==> src/rtl/gf2_perm_pkg.sv <==
// Shared types and constants for the streaming GF(2) permuter.
// Assumes N <= 8 and NMAT <= 4, so every matrix set fits in PERM_W bits.
package gf2_perm_pkg;

    localparam int PERM_W = 256;

    typedef enum int {
        SEQ_SPLIT  = 0,
        SEQ_SHARED = 1,
        SEQ_ONEPORT = 2
    } seq_mode_e;

    // Builds the default matrix set: even entries reverse the bits, odd entries are lower bidiagonal.
    function automatic logic [PERM_W-1:0] default_perm(int n, int nm);
        logic [PERM_W-1:0] v;
        v = '0;
        for (int m = 0; m < nm; m++)
            for (int r = 0; r < n; r++)
                for (int c = 0; c < n; c++)
                    if ((m % 2 == 0) ? (r == n - 1 - c) : (r == c || r == c + 1))
                        v[(m * n + r) * n + c] = 1'b1;
        return v;
    endfunction

endpackage

==> src/rtl/gf2_perm_seq.sv <==
// Sequencer: decides whether a start is accepted, tracks the write and read slots,
// alternates the bank pair and rotates the matrix index.
// Assumes N > K, so one dataset spans at least two cycles.
module gf2_perm_seq #(
    parameter int N = 4,
    parameter int K = 1,
    parameter int NMAT = 2,
    parameter gf2_perm_pkg::seq_mode_e MODE = gf2_perm_pkg::SEQ_SPLIT,
    localparam int SW = N - K,
    localparam int MW = (NMAT > 1) ? $clog2(NMAT) : 1
) (
    input  logic          clk,
    input  logic          rst_n,
    input  logic          in_start,
    output logic          wr_go,
    output logic [SW-1:0] wr_slot,
    output logic          wr_bank,
    output logic [MW-1:0] wr_mat,
    output logic          rd_go,
    output logic [SW-1:0] rd_slot,
    output logic          rd_bank,
    output logic          start_err
);
    localparam int T = 1 << SW;
    localparam logic [SW-1:0] LAST = SW'(T - 1);

    logic          wr_act_q, rd_act_q, wr_bank_q, rd_bank_q, err_q;
    logic [SW-1:0] wr_cnt_q, rd_cnt_q;
    logic [MW-1:0] mat_q, mat_next;
    logic          accept, wr_last;

    // Spacing rule of the configured mode.
    always_comb begin
        if (MODE == gf2_perm_pkg::SEQ_SPLIT)
            accept = in_start && !wr_act_q;
        else
            accept = in_start && !wr_act_q && (!rd_act_q || rd_cnt_q == '0);
    end

    // Current write slot, bank and matrix, including a dataset starting this cycle.
    always_comb begin
        mat_next = (mat_q == MW'(NMAT - 1)) ? '0 : mat_q + 1'b1;
        wr_go    = accept || wr_act_q;
        wr_slot  = accept ? '0 : wr_cnt_q;
        wr_bank  = accept ? ~wr_bank_q : wr_bank_q;
        wr_mat   = accept ? mat_next : mat_q;
        wr_last  = wr_go && (wr_slot == LAST);
    end

    // Write-side state: active flag, slot counter, bank and matrix rotation.
    always_ff @(posedge clk) begin
        if (!rst_n) begin
            wr_act_q  <= 1'b0;
            wr_cnt_q  <= '0;
            wr_bank_q <= 1'b1;
            mat_q     <= MW'(NMAT - 1);
        end else if (accept) begin
            wr_act_q  <= 1'b1;
            wr_cnt_q  <= SW'(1);
            wr_bank_q <= ~wr_bank_q;
            mat_q     <= mat_next;
        end else if (wr_act_q) begin
            wr_cnt_q <= wr_cnt_q + 1'b1;
            if (wr_last) wr_act_q <= 1'b0;
        end
    end

    // Read-side state: launched when a bank has been filled completely.
    always_ff @(posedge clk) begin
        if (!rst_n) begin
            rd_act_q  <= 1'b0;
            rd_cnt_q  <= '0;
            rd_bank_q <= 1'b0;
        end else if (wr_last) begin
            rd_act_q  <= 1'b1;
            rd_cnt_q  <= '0;
            rd_bank_q <= wr_bank;
        end else if (rd_act_q) begin
            rd_cnt_q <= rd_cnt_q + 1'b1;
            if (rd_cnt_q == LAST) rd_act_q <= 1'b0;
        end
    end

    // Error flag for a start that breaks the spacing rule.
    always_ff @(posedge clk) begin
        if (!rst_n) err_q <= 1'b0;
        else        err_q <= in_start && !accept;
    end

    assign rd_go     = rd_act_q;
    assign rd_slot   = rd_cnt_q;
    assign rd_bank   = rd_bank_q;
    assign start_err = err_q;

    AST_READ_FULL_RUN: assert property (@(posedge clk) disable iff (!rst_n)
        $fell(rd_act_q) |-> $past(rd_cnt_q) == LAST);

    AST_ERR_FOLLOWS_START: assert property (@(posedge clk) disable iff (!rst_n)
        err_q |-> $past(in_start));

endmodule

==> src/rtl/gf2_perm_addr.sv <==
// Address generator: maps each lane's input index to its output index with the
// selected GF(2) matrix. Purely combinational, one instance of the map per lane.
module gf2_perm_addr #(
    parameter int N = 4,
    parameter int K = 1,
    parameter int NMAT = 2,
    parameter logic [gf2_perm_pkg::PERM_W-1:0] PERM_BITS = '0,
    localparam int P = 1 << K,
    localparam int SW = N - K,
    localparam int MW = (NMAT > 1) ? $clog2(NMAT) : 1
) (
    input  logic [SW-1:0]       slot,
    input  logic [MW-1:0]       mat,
    output logic [P-1:0][N-1:0] addr
);
    // Multiplies an index by matrix m over GF(2).
    function automatic logic [N-1:0] gf2_map(int m, logic [N-1:0] idx);
        logic [N-1:0] res;
        for (int r = 0; r < N; r++) begin
            res[r] = 1'b0;
            for (int c = 0; c < N; c++)
                res[r] = res[r] ^ (PERM_BITS[(m * N + r) * N + c] & idx[c]);
        end
        return res;
    endfunction

    for (genvar p = 0; p < P; p++) begin : g_lane
        localparam logic [K-1:0] LANE = K'(p);
        // Destination address of this lane's word.
        always_comb addr[p] = gf2_map(int'(mat), {slot, LANE});
    end

endmodule

==> src/rtl/gf2_perm_store.sv <==
// Two alternating register banks: scattered writes at matrix-derived addresses,
// sequential reads by slot. MODE 2 adds one read stage because a single address
// port serves both the read and the write side.
module gf2_perm_store #(
    parameter int N = 4,
    parameter int K = 1,
    parameter int W = 8,
    parameter gf2_perm_pkg::seq_mode_e MODE = gf2_perm_pkg::SEQ_SPLIT,
    localparam int P = 1 << K,
    localparam int D = 1 << N,
    localparam int SW = N - K
) (
    input  logic                 clk,
    input  logic                 rst_n,
    input  logic                 wr_go,
    input  logic                 wr_bank,
    input  logic [P-1:0][N-1:0]  wr_addr,
    input  logic [P-1:0][W-1:0]  wr_data,
    input  logic                 rd_go,
    input  logic                 rd_bank,
    input  logic [SW-1:0]        rd_slot,
    output logic                 out_valid,
    output logic [P-1:0][W-1:0]  out_data
);
    logic [W-1:0]         mem [2][D];
    logic [P-1:0][W-1:0]  rd_word, da_q;
    logic                 va_q;

    // Scatter the incoming lanes into the selected bank.
    always_ff @(posedge clk) begin
        if (wr_go)
            for (int p = 0; p < P; p++)
                mem[wr_bank][wr_addr[p]] <= wr_data[p];
    end

    for (genvar p = 0; p < P; p++) begin : g_rd
        localparam logic [K-1:0] LANE = K'(p);
        // Gather word of this lane for the current read slot.
        always_comb rd_word[p] = mem[rd_bank][{rd_slot, LANE}];
    end

    // First read stage: valid flag.
    always_ff @(posedge clk) begin
        if (!rst_n) va_q <= 1'b0;
        else        va_q <= rd_go;
    end

    // First read stage: data lanes.
    always_ff @(posedge clk) da_q <= rd_word;

    if (MODE == gf2_perm_pkg::SEQ_ONEPORT) begin : g_extra
        logic                vb_q;
        logic [P-1:0][W-1:0] db_q;
        // Second read stage: valid flag.
        always_ff @(posedge clk) begin
            if (!rst_n) vb_q <= 1'b0;
            else        vb_q <= va_q;
        end
        // Second read stage: data lanes.
        always_ff @(posedge clk) db_q <= da_q;
        assign out_valid = vb_q;
        assign out_data  = db_q;
    end else begin : g_direct
        assign out_valid = va_q;
        assign out_data  = da_q;
    end

endmodule

==> src/rtl/gf2_stream_permuter.sv <==
// Top level of the streaming GF(2) index permuter. Joins the sequencer, the
// per-lane address map and the bank pair. Assumes 1 <= K < N, N <= 8, NMAT <= 4.
module gf2_stream_permuter #(
    parameter int N = 4,
    parameter int K = 1,
    parameter int W = 8,
    parameter int NMAT = 2,
    parameter gf2_perm_pkg::seq_mode_e MODE = gf2_perm_pkg::SEQ_SPLIT,
    parameter logic [gf2_perm_pkg::PERM_W-1:0] PERM_BITS = gf2_perm_pkg::default_perm(N, NMAT),
    localparam int P = 1 << K,
    localparam int SW = N - K,
    localparam int MW = (NMAT > 1) ? $clog2(NMAT) : 1,
    localparam int LATENCY = (1 << SW) + 1 + ((MODE == gf2_perm_pkg::SEQ_ONEPORT) ? 1 : 0)
) (
    input  logic           clk,
    input  logic           rst_n,
    input  logic           in_start,
    input  logic [P*W-1:0] in_data,
    output logic           out_valid,
    output logic [P*W-1:0] out_data,
    output logic           start_err
);
    logic                wr_go, wr_bank, rd_go, rd_bank;
    logic [SW-1:0]       wr_slot, rd_slot;
    logic [MW-1:0]       wr_mat;
    logic [P-1:0][N-1:0] wr_addr;
    logic [P-1:0][W-1:0] lanes_in, lanes_out;

    initial assert (K >= 1 && N > K && N <= 8 && NMAT >= 1 && NMAT * N * N <= gf2_perm_pkg::PERM_W);

    assign lanes_in = in_data;
    assign out_data = lanes_out;

    gf2_perm_seq #(.N(N), .K(K), .NMAT(NMAT), .MODE(MODE)) u_seq (
        .clk(clk), .rst_n(rst_n), .in_start(in_start),
        .wr_go(wr_go), .wr_slot(wr_slot), .wr_bank(wr_bank), .wr_mat(wr_mat),
        .rd_go(rd_go), .rd_slot(rd_slot), .rd_bank(rd_bank), .start_err(start_err)
    );

    gf2_perm_addr #(.N(N), .K(K), .NMAT(NMAT), .PERM_BITS(PERM_BITS)) u_addr (
        .slot(wr_slot), .mat(wr_mat), .addr(wr_addr)
    );

    gf2_perm_store #(.N(N), .K(K), .W(W), .MODE(MODE)) u_store (
        .clk(clk), .rst_n(rst_n),
        .wr_go(wr_go), .wr_bank(wr_bank), .wr_addr(wr_addr), .wr_data(lanes_in),
        .rd_go(rd_go), .rd_bank(rd_bank), .rd_slot(rd_slot),
        .out_valid(out_valid), .out_data(lanes_out)
    );

    AST_BUF_SEPARATE: assert property (@(posedge clk) disable iff (!rst_n)
        (wr_go && rd_go) |-> (wr_bank != rd_bank));

    if (MODE == gf2_perm_pkg::SEQ_ONEPORT) begin : g_chk_two
        AST_RD_TO_VALID: assert property (@(posedge clk) disable iff (!rst_n)
            rd_go |=> ##1 out_valid);
    end else begin : g_chk_one
        AST_RD_TO_VALID: assert property (@(posedge clk) disable iff (!rst_n)
            rd_go |=> out_valid);
    end

endmodule

==> config.mk <==
export PLATFORM = sky130hd
export DESIGN_NAME = gf2_stream_permuter
export DESIGN_NICKNAME = d
export VERILOG_FILES = /design/src/rtl/gf2_perm_pkg.sv /design/src/rtl/gf2_perm_seq.sv /design/src/rtl/gf2_perm_addr.sv /design/src/rtl/gf2_perm_store.sv /design/src/rtl/gf2_stream_permuter.sv
export SDC_FILE = /design/constraint.sdc
export NUM_CORES = 1
export LEC_CHECK = 0
export BUFFER_PORTS_ARGS = -buffer_cell sky130_fd_sc_hd__buf_2
export CAP_MARGIN = 0
export CORE_MARGIN = 5
export CORE_UTILIZATION = 62
export DETAILED_ROUTE_END_ITERATION = 8
export GPL_TIMING_DRIVEN = 0
export PLACE_DENSITY = 0.87
export SYNTH_ARGS = -nofsm -noshare
export SYNTH_HDL_FRONTEND = slang
export SYNTH_SLANG_ARGS = --single-unit
==> constraint.sdc <==
create_clock -name clk -period 2.5 [get_ports clk]
set_clock_uncertainty 0.1 [all_clocks]
set_input_delay 0.5 -clock clk [delete_from_list [all_inputs] [get_ports clk]]
set_output_delay 0.5 -clock clk [all_outputs]
set_load 0.01 [all_outputs]
==> results of run 1 <==
synthesized netlist by cell type (all sizes together) (2+ instances only):
cell,n,area (um^2)
edfxtp,256,7690
mux2,96,1110
clkbuf,67,251
mux4,64,1440
a22oi,33,248
nor2,32,123
dfxtp,30,601
nand2,24,90.1
buf,21,121
nor2b,8,50.1
nand3,6,30.0
nor3b,6,55.1
o21ai,5,28.8
a21oi,4,31.3
and2,4,25.0
mux2i,4,40.0
nand2b,4,25.0
a21boi,3,26.3
ha,3,37.5
nand3b,3,22.5
nor4b,3,26.3
or3,3,18.8
or3b,3,26.3
xnor2,3,26.3
xor2,3,26.3
a21o,2,15.0
and3,2,12.5
and3b,2,17.5
and4b,2,20.0
nand4,2,12.5
nor3,2,10.0
nor4,2,12.5
o211a,2,20.0
state kept, by name, summed over array words and instances, names as in the netlist, named ones only:
name and cells:
u_store.out_valid 1, u_seq.rd_go 1, u_store.mem 256, u_seq.wr_act_q 1, u_seq.rd_slot 3, u_seq.start_err 1
u_seq.mat_q 1, u_seq.rd_bank 1, u_seq.wr_cnt_q 3, u_store.out_data 16, u_seq.wr_bank_q 1
worst max-delay path by stage:
stage	start	endpoint	slack (ns)	cells past startpoint
final	u_seq.wr_act_q	u_store.mem[1][86]	-0.05	5
after detailed placement	in_start	u_store.mem[0][17]	-0.36	5
after CTS	u_seq.wr_cnt_q[2]	u_store.mem[0][107]	-0.1	6
after global routing	u_seq.wr_act_q	u_store.mem[0][80]	-0.15	5
after floorplan	u_seq.wr_act_q	u_store.mem[1][80]	0.19	4
after global placement	in_start	u_store.mem[0][87]	-0.73	4
cell families (layout without fill, tap and decap cells):
| logic type | Yosys count | count (layout) | share of synthesized area |
|---|---|---|---|
| compound gates | 51 | 51 | 0.0311 |
| xor+xnor | 6 | 6 | 0.00426 |
| fa+ha+maj | 3 | 3 | 0.00304 |
| buf+inv | 88 | 179 | 0.0302 |
| flops | 286 | 286 | 0.672 |
| mux | 164 | 164 | 0.210 |
| simple gates | 111 | 111 | 0.0497 |
per-stage QoR:
step,utilization,cells
2_1_floorplan,-,709
3_3_place_gp,0.658,1010
3_5_place_dp,0.660,1013
4_1_cts,0.708,1064
5_1_grt,0.714,1065
6_report,0.714,1065
layout make-up:
cell class / count / area, um^2
plain buffers: 88 / 388
clock buffers: 40 / 787
clock inverters: 11 / 95.1
fillers: 1165 / 5580
multi-input cells: 335 / 3830
flip-flops and latches: 286 / 8290
well taps: 265 / 332
repair buffers: 40 / 223
power by group through the flow:
stage	clock, uW	combinational (uW)	sequential, uW
after floorplan	0	368	5460
after global placement	0	548	5460
after detailed placement	0	590	5470
after CTS	4070	611	5370
after global routing	4300	696	5370
final	4080	670	5370
layer usage:
metal	vias up	GRT usage	wire length (um)
li1	2924	-	-
met1	3634	0.376	10400
met2	599	0.476	15700
met3	111	0.0583	3930
met4	0	0.119	1570
met5	-	0	0
timing repair:
item	4_1_cts	5_1_grt
gates resized for setup	22	27
setup endpoints to repair	184	182
pin swaps	0	1
setup buffers	0	1
==> impl_metrics.csv, run 1 <==
group,metric,value,unit
final_layout,drive_above_1_share,0.376,
place,gp_congestion,0.922,
yosys,synthArstFlopShare,0,
worst_setup_path,crit_chain,"buf_4, clkbuf_1, nand2_1, nor4_2, buf_4",
place,placed_area,12900,um^2
cts,cts_buffers,28,
yosys,syn_avg_cell_area,17.4,um^2
sta,rsz0062_at_grt,"true",
floorplanning,start_util,0.632,
cts,postCtsHoldBufs,0,
min_path,hold_path_class,"in2reg",
worst_setup_path,cp_max_fo,10,
global_routing,antenna_found_initial,0,
pwr,intPower,7950,uW
worst_setup_path,timing.rr.end,"u_store.mem[1][86]",
yosys,synthCells,709,
pwr,p_seq_frac,0.530,
worst_setup_path,rr_worst_depth,5,
outcome,status,"finished with violations",
yosys,synth_flop_cell,"edfxtp_1",
sta,setup_ws,-0.0473,ns
final_layout,fin_area,13900,um^2
cts,clockBufferDepth,3,
pwr,irDropWorstVdd,0.553,mV
sta,finalMaxSlewViolations,0,
yosys,synth_seq_cells,286,
yosys,synth_edf_count,256,
worst_setup_path,arrival,2.70,ns
worst_setup_path,slowest_delay,0.58,ns
sta,post-route-period-util,1.02,
outcome,violations,"negative setup slack",
pwr,power.total,10100,uW
pwr,sw_frac_of_total,0.215,
cts,cts_tree,"yes",
sta,timing_hold_violations_final,0,
min_path,worstHoldEndpoint,"u_seq.start_err",
global_routing,grt_pass1_vias,7469,
worst_setup_path,cp.buffers_inverters,3,
cts,root_buffer,"clkbuf_16",
yosys,synth_nets,731,
floorplanning,rows,51,
sta,fin_setup_tns,-0.326,ns
drt,finalWirelength,31600,um
global_routing,grt_pass1_wl,46900,um
yosys,synth-seq-area-share,0.672,
yosys,ys_types,47,
cts,clock-sinks,286,
worst_setup_path,reg2reg_slack,-0.05,ns
worst_setup_path,cp.required,2.65,ns
sta,report.final.setup_viol,10,
sta,worst_pin_slew,0.957,ns
floorplanning,fp.dieW,151,um
worst_setup_path,critPathSlowestCell,"nor4_2",
final_layout,layout_commonest_cell,"edfxtp_1",
drt,drt_iter0_drc,1030,
global_routing,grt_remaining_overflow,0,
worst_setup_path,critPathLaunchType,"flip-flop",
cts,clkTransAtPathRegs,0.06,ns
place,dpl.hpwl,20800,um
drt,antenna_left,0,
min_path,worstHoldStart,"rst_n",
sta,whs,0.134,ns
global_routing,track_usage,0.287,
yosys,synth_warnings,0,
worst_setup_path,crit_top_cell,"buf_4",
drt,route.detailed.drc,0,
floorplanning,io_pins,37,
place,port_buffers,36,
final_layout,synthToLayoutAreaGrowth,13.0,%
drt,drt-pass1-iter-count,7,
worst_setup_path,rr_startpoint,"u_seq.wr_act_q",
cts,clkLatencyLatePin,0.54,ns
sta,relSlewSlack,0.349,
sta,max_freq,393,MHz
worst_setup_path,path_delay_family,"buffers and inverters",
cts,cts-htree-levels,1,
drt,routed-via-count,7268,
worst_setup_path,crit_type,"reg2reg",
min_path,hold_path_depth,2,
pwr,pwr-share-comb,0.066,
global_routing,grt_max_degree,15,
pwr,switching_power,2170,uW
drt,via_per_inst,6.82,
final_layout,diodes,0,
drt,routedWlPerCell,29.7,um
pwr,clock_power_share,0.403,
floorplanning,die_area,22800,um^2
pwr,power_leakage,0.00454,uW
sta,min_period,2.55,ns
final_layout,mostFrequentLayoutCells,"256 x edfxtp_1, 88 x mux2_2, 69 x clkbuf_1, 64 x mux4_2, 48 x buf_2",
place,dp_slack,-0.357,ns
floorplanning,core,19500,um^2
job,maxCapViolCount,0,
final_layout,nets,801,
pwr,powerDensity,726,nW/um^2
floorplanning,die_y,151,um
yosys,syn-cell-area,12300,um^2
worst_setup_path,worstSetupEndpointType,"flip-flop",
(Power assumes the default switching activity.)
==> run 2, diff against run 1 <==
- GPL_TIMING_DRIVEN: 0 -> not set
==> impl_metrics.csv, run 2 (synthesis results as in run 1) <==
group,metric,value,unit
worst_setup_path,path_delay_family,"flip-flops",
drt,drt-pass1-iter-count,8,
final_layout,utilization,0.704,
final_layout,layout_commonest_cell,"edfxtp_1",
floorplanning,io_pins,37,
cts,cts_buffers,27,
final_layout,drive_above_1_share,0.398,
place,dpl.hpwl,17400,um
drt,via_per_inst,6.68,
sta,report.final.setup_viol,0,
final_layout,diodes,0,
worst_setup_path,cp.buffers_inverters,1,
cts,clkLatencyLatePin,0.52,ns
place,gp_congestion,0.861,
global_routing,grt_remaining_overflow,0,
outcome,status,"finished clean",
worst_setup_path,worstSetupEndpointType,"flip-flop",
global_routing,track_usage,0.256,
cts,postCtsSetupBuffers,0,
floorplanning,die_area,22800,um^2
pwr,irDropWorstVdd,0.539,mV
drt,antenna_left,0,
sta,whs,0.172,ns
final_layout,largest_register_ffs,256,
worst_setup_path,crit_chain,"buf_4, nor2b_1, nand3_1, mux2_2",
sta,fin_setup_tns,0,ns
sta,timing_hold_violations_final,0,
global_routing,grt_max_degree,34,
cts,postCtsHoldBufs,0,
cts,clock-sinks,286,
sta,finalMaxSlewViolations,0,
worst_setup_path,arrival,2.48,ns
sta,max_freq,431,MHz
final_layout,nets,756,
final_layout,mostFrequentLayoutCells,"256 x edfxtp_1, 88 x mux2_2, 64 x mux4_2, 45 x buf_4, 36 x buf_2",
worst_setup_path,critPathLaunchType,"flip-flop",
global_routing,antenna_found_initial,0,
sta,relSlewSlack,0.462,
place,port_buffers,36,
floorplanning,die_y,151,um
pwr,powerDensity,720,nW/um^2
cts,root_buffer,"clkbuf_16",
global_routing,grt_pass1_vias,7037,
final_layout,nFillCells,1172,
drt,routedWlPerCell,27.8,um
sta,post-route-period-util,0.928,
cts,clkTransAtPathRegs,0.06,ns
drt,finalWirelength,28300,um
sta,min_period,2.32,ns
job,maxCapViolCount,0,
worst_setup_path,cp.required,2.66,ns
worst_setup_path,cp_max_fo,19,
floorplanning,rows,51,
worst_setup_path,critPathSlowestCell,"dfxtp_1",
drt,routed-via-count,6802,
drt,drt_iter0_drc,975,
global_routing,grt_pass1_wl,42800,um
floorplanning,core,19500,um^2
floorplanning,start_util,0.632,
cts,cts_tree,"yes",
worst_setup_path,crit_type,"reg2reg",
floorplanning,fp.dieW,151,um
cts,clockBufferDepth,3,
drt,route.detailed.drc,0,
final_layout,synthToLayoutAreaGrowth,11.4,%
pwr,power_leakage,0.00457,uW
min_path,hold_path_class,"in2reg",
sta,rsz0062_at_grt,"false",
sta,worst_pin_slew,0.807,ns
worst_setup_path,slowest_delay,0.76,ns
cts,cts-htree-levels,1,
cts,cts_resized,0,
==> run 2: changes by cell type in the layout (fill, tap and decap cells not counted), moves of 8 or more <==
cell	before	now
buf_2	48	36
buf_4	6	45
clkbuf_1	69	3
nor2_1	8	31
nor2_2	16	1
nor2_4	8	0
==> run 2: area by class of cell <==
cell class / count / area (um^2) / area share
Sequential cell: 286 / 8290 / 0.603
Clock inverter: 16 / 134 / 0.00974
Multi-Input combinational cell: 335 / 3680 / 0.268
Tap cell: 265 / 332 / 0.0241
Timing Repair Buffer: 84 / 578 / 0.0421
Clock buffer: 33 / 728 / 0.0530
==> run 2: per-layer routing <==
layer | track usage | share of wire | vias to the layer above
met5 | 0 | 0 | -
met4 | 0.0811 | 0.033 | 0
met3 | 0.0491 | 0.11 | 69
met2 | 0.426 | 0.51 | 486
met1 | 0.348 | 0.35 | 3419
li1 | - | - | 2828
==> run 2: metrics by stage <==
| step | setup WS (ns) | instance area [um^2] | instances | total power [uW] |
|---|---|---|---|---|
| 3_5_place_dp | 0.145 | 12900 | 970 | 6020 |
| 6_report | 0.180 | 13700 | 1019 | 9900 |
| 3_3_place_gp | 0.232 | 12900 | 970 | 5980 |
| 4_1_cts | 0.124 | 13700 | 1019 | 9910 |
| 2_1_floorplan | 0.191 | 12300 | 709 | 5830 |
| 5_1_grt | 0.0505 | 13700 | 1019 | 10200 |
==> run 2: path summary, 6_finish.rpt <==
kind,start,endpoint,slack [ns],cells past startpoint
worst min-delay path,rst_n,u_seq.wr_bank_q,0.17,2
worst max register to register,u_seq.wr_cnt_q[2],u_store.mem[0][85],0.18,4
worst min register to register,u_seq.rd_go,u_store.out_valid,0.46,1
worst max-delay path,u_seq.wr_cnt_q[2],u_store.mem[0][85],0.18,4
==> run 2: power by group <==
group	switching (uW)	total, uW	internal [uW]
clock	1670	3950	2280
combinational	347	566	219
sequential	49.4	5380	5330
==> run 3, diff against run 2 <==
--- a/config.mk
+++ b/config.mk
@@ -8,3 +8,2 @@
 export BUFFER_PORTS_ARGS = -buffer_cell sky130_fd_sc_hd__buf_2
-export CAP_MARGIN = 0
 export CORE_MARGIN = 5
==> constraint.sdc (replaced) <==
create_clock -name clk -period 2.5 [get_ports clk]
set_clock_uncertainty 0.1 [all_clocks]
set_input_delay 0.375 -clock clk [delete_from_list [all_inputs] [get_ports clk]]
set_output_delay 0.375 -clock clk [all_outputs]
set_load 0.01 [all_outputs]
==> impl_metrics.csv, run 3 (synthesis results as in run 1) <==
group,metric,value,unit
sta,max_freq,421,MHz
cts,root_buffer,"clkbuf_16",
pwr,intPower,8060,uW
drt,route.detailed.drc,0,
sta,worst_pin_slew,0.879,ns
final_layout,largest_register_ffs,256,
sta,min_period,2.37,ns
sta,report.final.setup_viol,0,
global_routing,antenna_found_initial,0,
floorplanning,rows,51,
worst_setup_path,critPathLaunchType,"flip-flop",
cts,clkTransAtPathRegs,0.06,ns
sta,rsz0062_at_grt,"false",
place,dpl.hpwl,17100,um
pwr,powerDensity,735,nW/um^2
final_layout,synthToLayoutAreaGrowth,12.0,%
worst_setup_path,cp.required,2.67,ns
pwr,power.total,10200,uW
sta,post-route-period-util,0.949,
final_layout,drive_above_1_share,0.398,
sta,fin_setup_tns,0,ns
global_routing,grt_pass1_vias,7049,
global_routing,grt_max_degree,34,
drt,drt_iter0_drc,973,
floorplanning,fp.dieW,151,um
worst_setup_path,crit_type,"reg2reg",
final_layout,nets,758,
worst_setup_path,critPathSlowestCell,"or4b_4",
drt,routed-via-count,6799,
floorplanning,die_area,22800,um^2
final_layout,layout_commonest_cell,"edfxtp_1",
floorplanning,die_y,151,um
final_layout,mostFrequentLayoutCells,"256 x edfxtp_1, 88 x mux2_2, 64 x mux4_2, 47 x buf_4, 36 x buf_2",
cts,clockBufferDepth,3,
global_routing,grt_remaining_overflow,0,
cts,cts-htree-levels,1,
pwr,irDropWorstVdd,0.674,mV
drt,finalWirelength,27700,um
pwr,clock_power_share,0.415,
pwr,switching_power,2100,uW
place,placed_area,12900,um^2
min_path,hold_path_depth,2,
sta,relSlewSlack,0.414,
worst_setup_path,crit_chain,"or4b_4, o21a_1, mux2_4",
floorplanning,core,19500,um^2
cts,postCtsHoldBufs,0,
drt,routedWlPerCell,27.1,um
outcome,status,"finished clean",
min_path,hold_path_class,"in2reg",
global_routing,track_usage,0.256,
cts,cts_tree,"yes",
cts,postCtsSetupBuffers,0,
place,port_buffers,36,
pwr,power_leakage,0.00461,uW
final_layout,fin_area,13800,um^2
drt,drt-pass1-iter-count,5,
sta,finalMaxSlewViolations,0,
drt,via_per_inst,6.65,
worst_setup_path,cp_max_fo,24,
pwr,sw_frac_of_total,0.207,
floorplanning,start_util,0.632,
pwr,p_seq_frac,0.529,
worst_setup_path,rr_worst_depth,3,
sta,timing_hold_violations_final,0,
floorplanning,io_pins,37,
cts,clkLatencyLatePin,0.54,ns
worst_setup_path,worstSetupEndpointType,"flip-flop",
place,gp_congestion,0.842,
worst_setup_path,arrival,2.54,ns
job,maxCapViolCount,0,
worst_setup_path,slowest_delay,0.65,ns
drt,antenna_left,0,
cts,clock-sinks,286,
cts,cts_buffers,27,
pwr,pwr-share-comb,0.056,
cts,cts_resized,0,
global_routing,grt_pass1_wl,43000,um
## run 3: final cells by class
| type | instances | area [um^2] |
|---|---|---|
| well taps | 265 | 332 |
| multi-input cells | 335 | 3680 |
| diodes | 1 | 2.50 |
| fillers | 1129 | 5710 |
| flip-flops and latches | 286 | 8290 |
| clock buffers | 34 | 742 |
| repair buffers | 86 | 593 |
| clock inverters | 15 | 176 |
## run 3: power groups by stage
| stage | logic [uW] | registers [uW] | clock network (uW) |
|---|---|---|---|
| 2_1_floorplan | 368 | 5460 | 0 |
| 3_3_place_gp | 515 | 5470 | 0 |
| 3_5_place_dp | 550 | 5470 | 0 |
| 4_1_cts | 561 | 5370 | 4240 |
| 5_1_grt | 601 | 5380 | 4470 |
| 6_report | 566 | 5370 | 4220 |
## run 3: path summary, 6_finish.rpt
check,end,startpoint,slack (ns)
max,u_store.mem[1][59],u_seq.wr_cnt_q[0],0.13
min,u_seq.mat_q,rst_n,0.04
max reg2reg,u_store.mem[1][59],u_seq.wr_cnt_q[0],0.13
min reg2reg,u_store.out_valid,u_seq.rd_go,0.48
## run 3: worst max-delay path: cells and delay by family, from the launching register on
kind / cells / cell delay (ns)
AND/OR/NAND/NOR: 1 / 0.65
flip-flops: 1 / 0.56
AO/OA/AOI/OAI: 1 / 0.40
multiplexers: 1 / 0.40
## run 3: stage by stage
stage / setup WS, ns / util / cells / hold WS (ns)
after floorplan: 0.191 / - / 709 / 0.391
after global placement: 0.306 / 0.661 / 972 / 0.449
after detailed placement: 0.209 / 0.661 / 972 / 0.468
after CTS: 0.168 / 0.708 / 1021 / 0.0203
after global routing: 0.0483 / 0.708 / 1021 / 0.0592
final: 0.126 / 0.708 / 1022 / 0.0392
## run 3: layer usage
| metal | vias to the layer above | routed length (um) | global-route usage |
|---|---|---|---|
| met5 | - | 0 | 0 |
| met4 | 0 | 802 | 0.0816 |
| met3 | 65 | 2630 | 0.0473 |
| met2 | 435 | 14100 | 0.427 |
| met1 | 3473 | 10100 | 0.349 |
| li1 | 2826 | - | - |
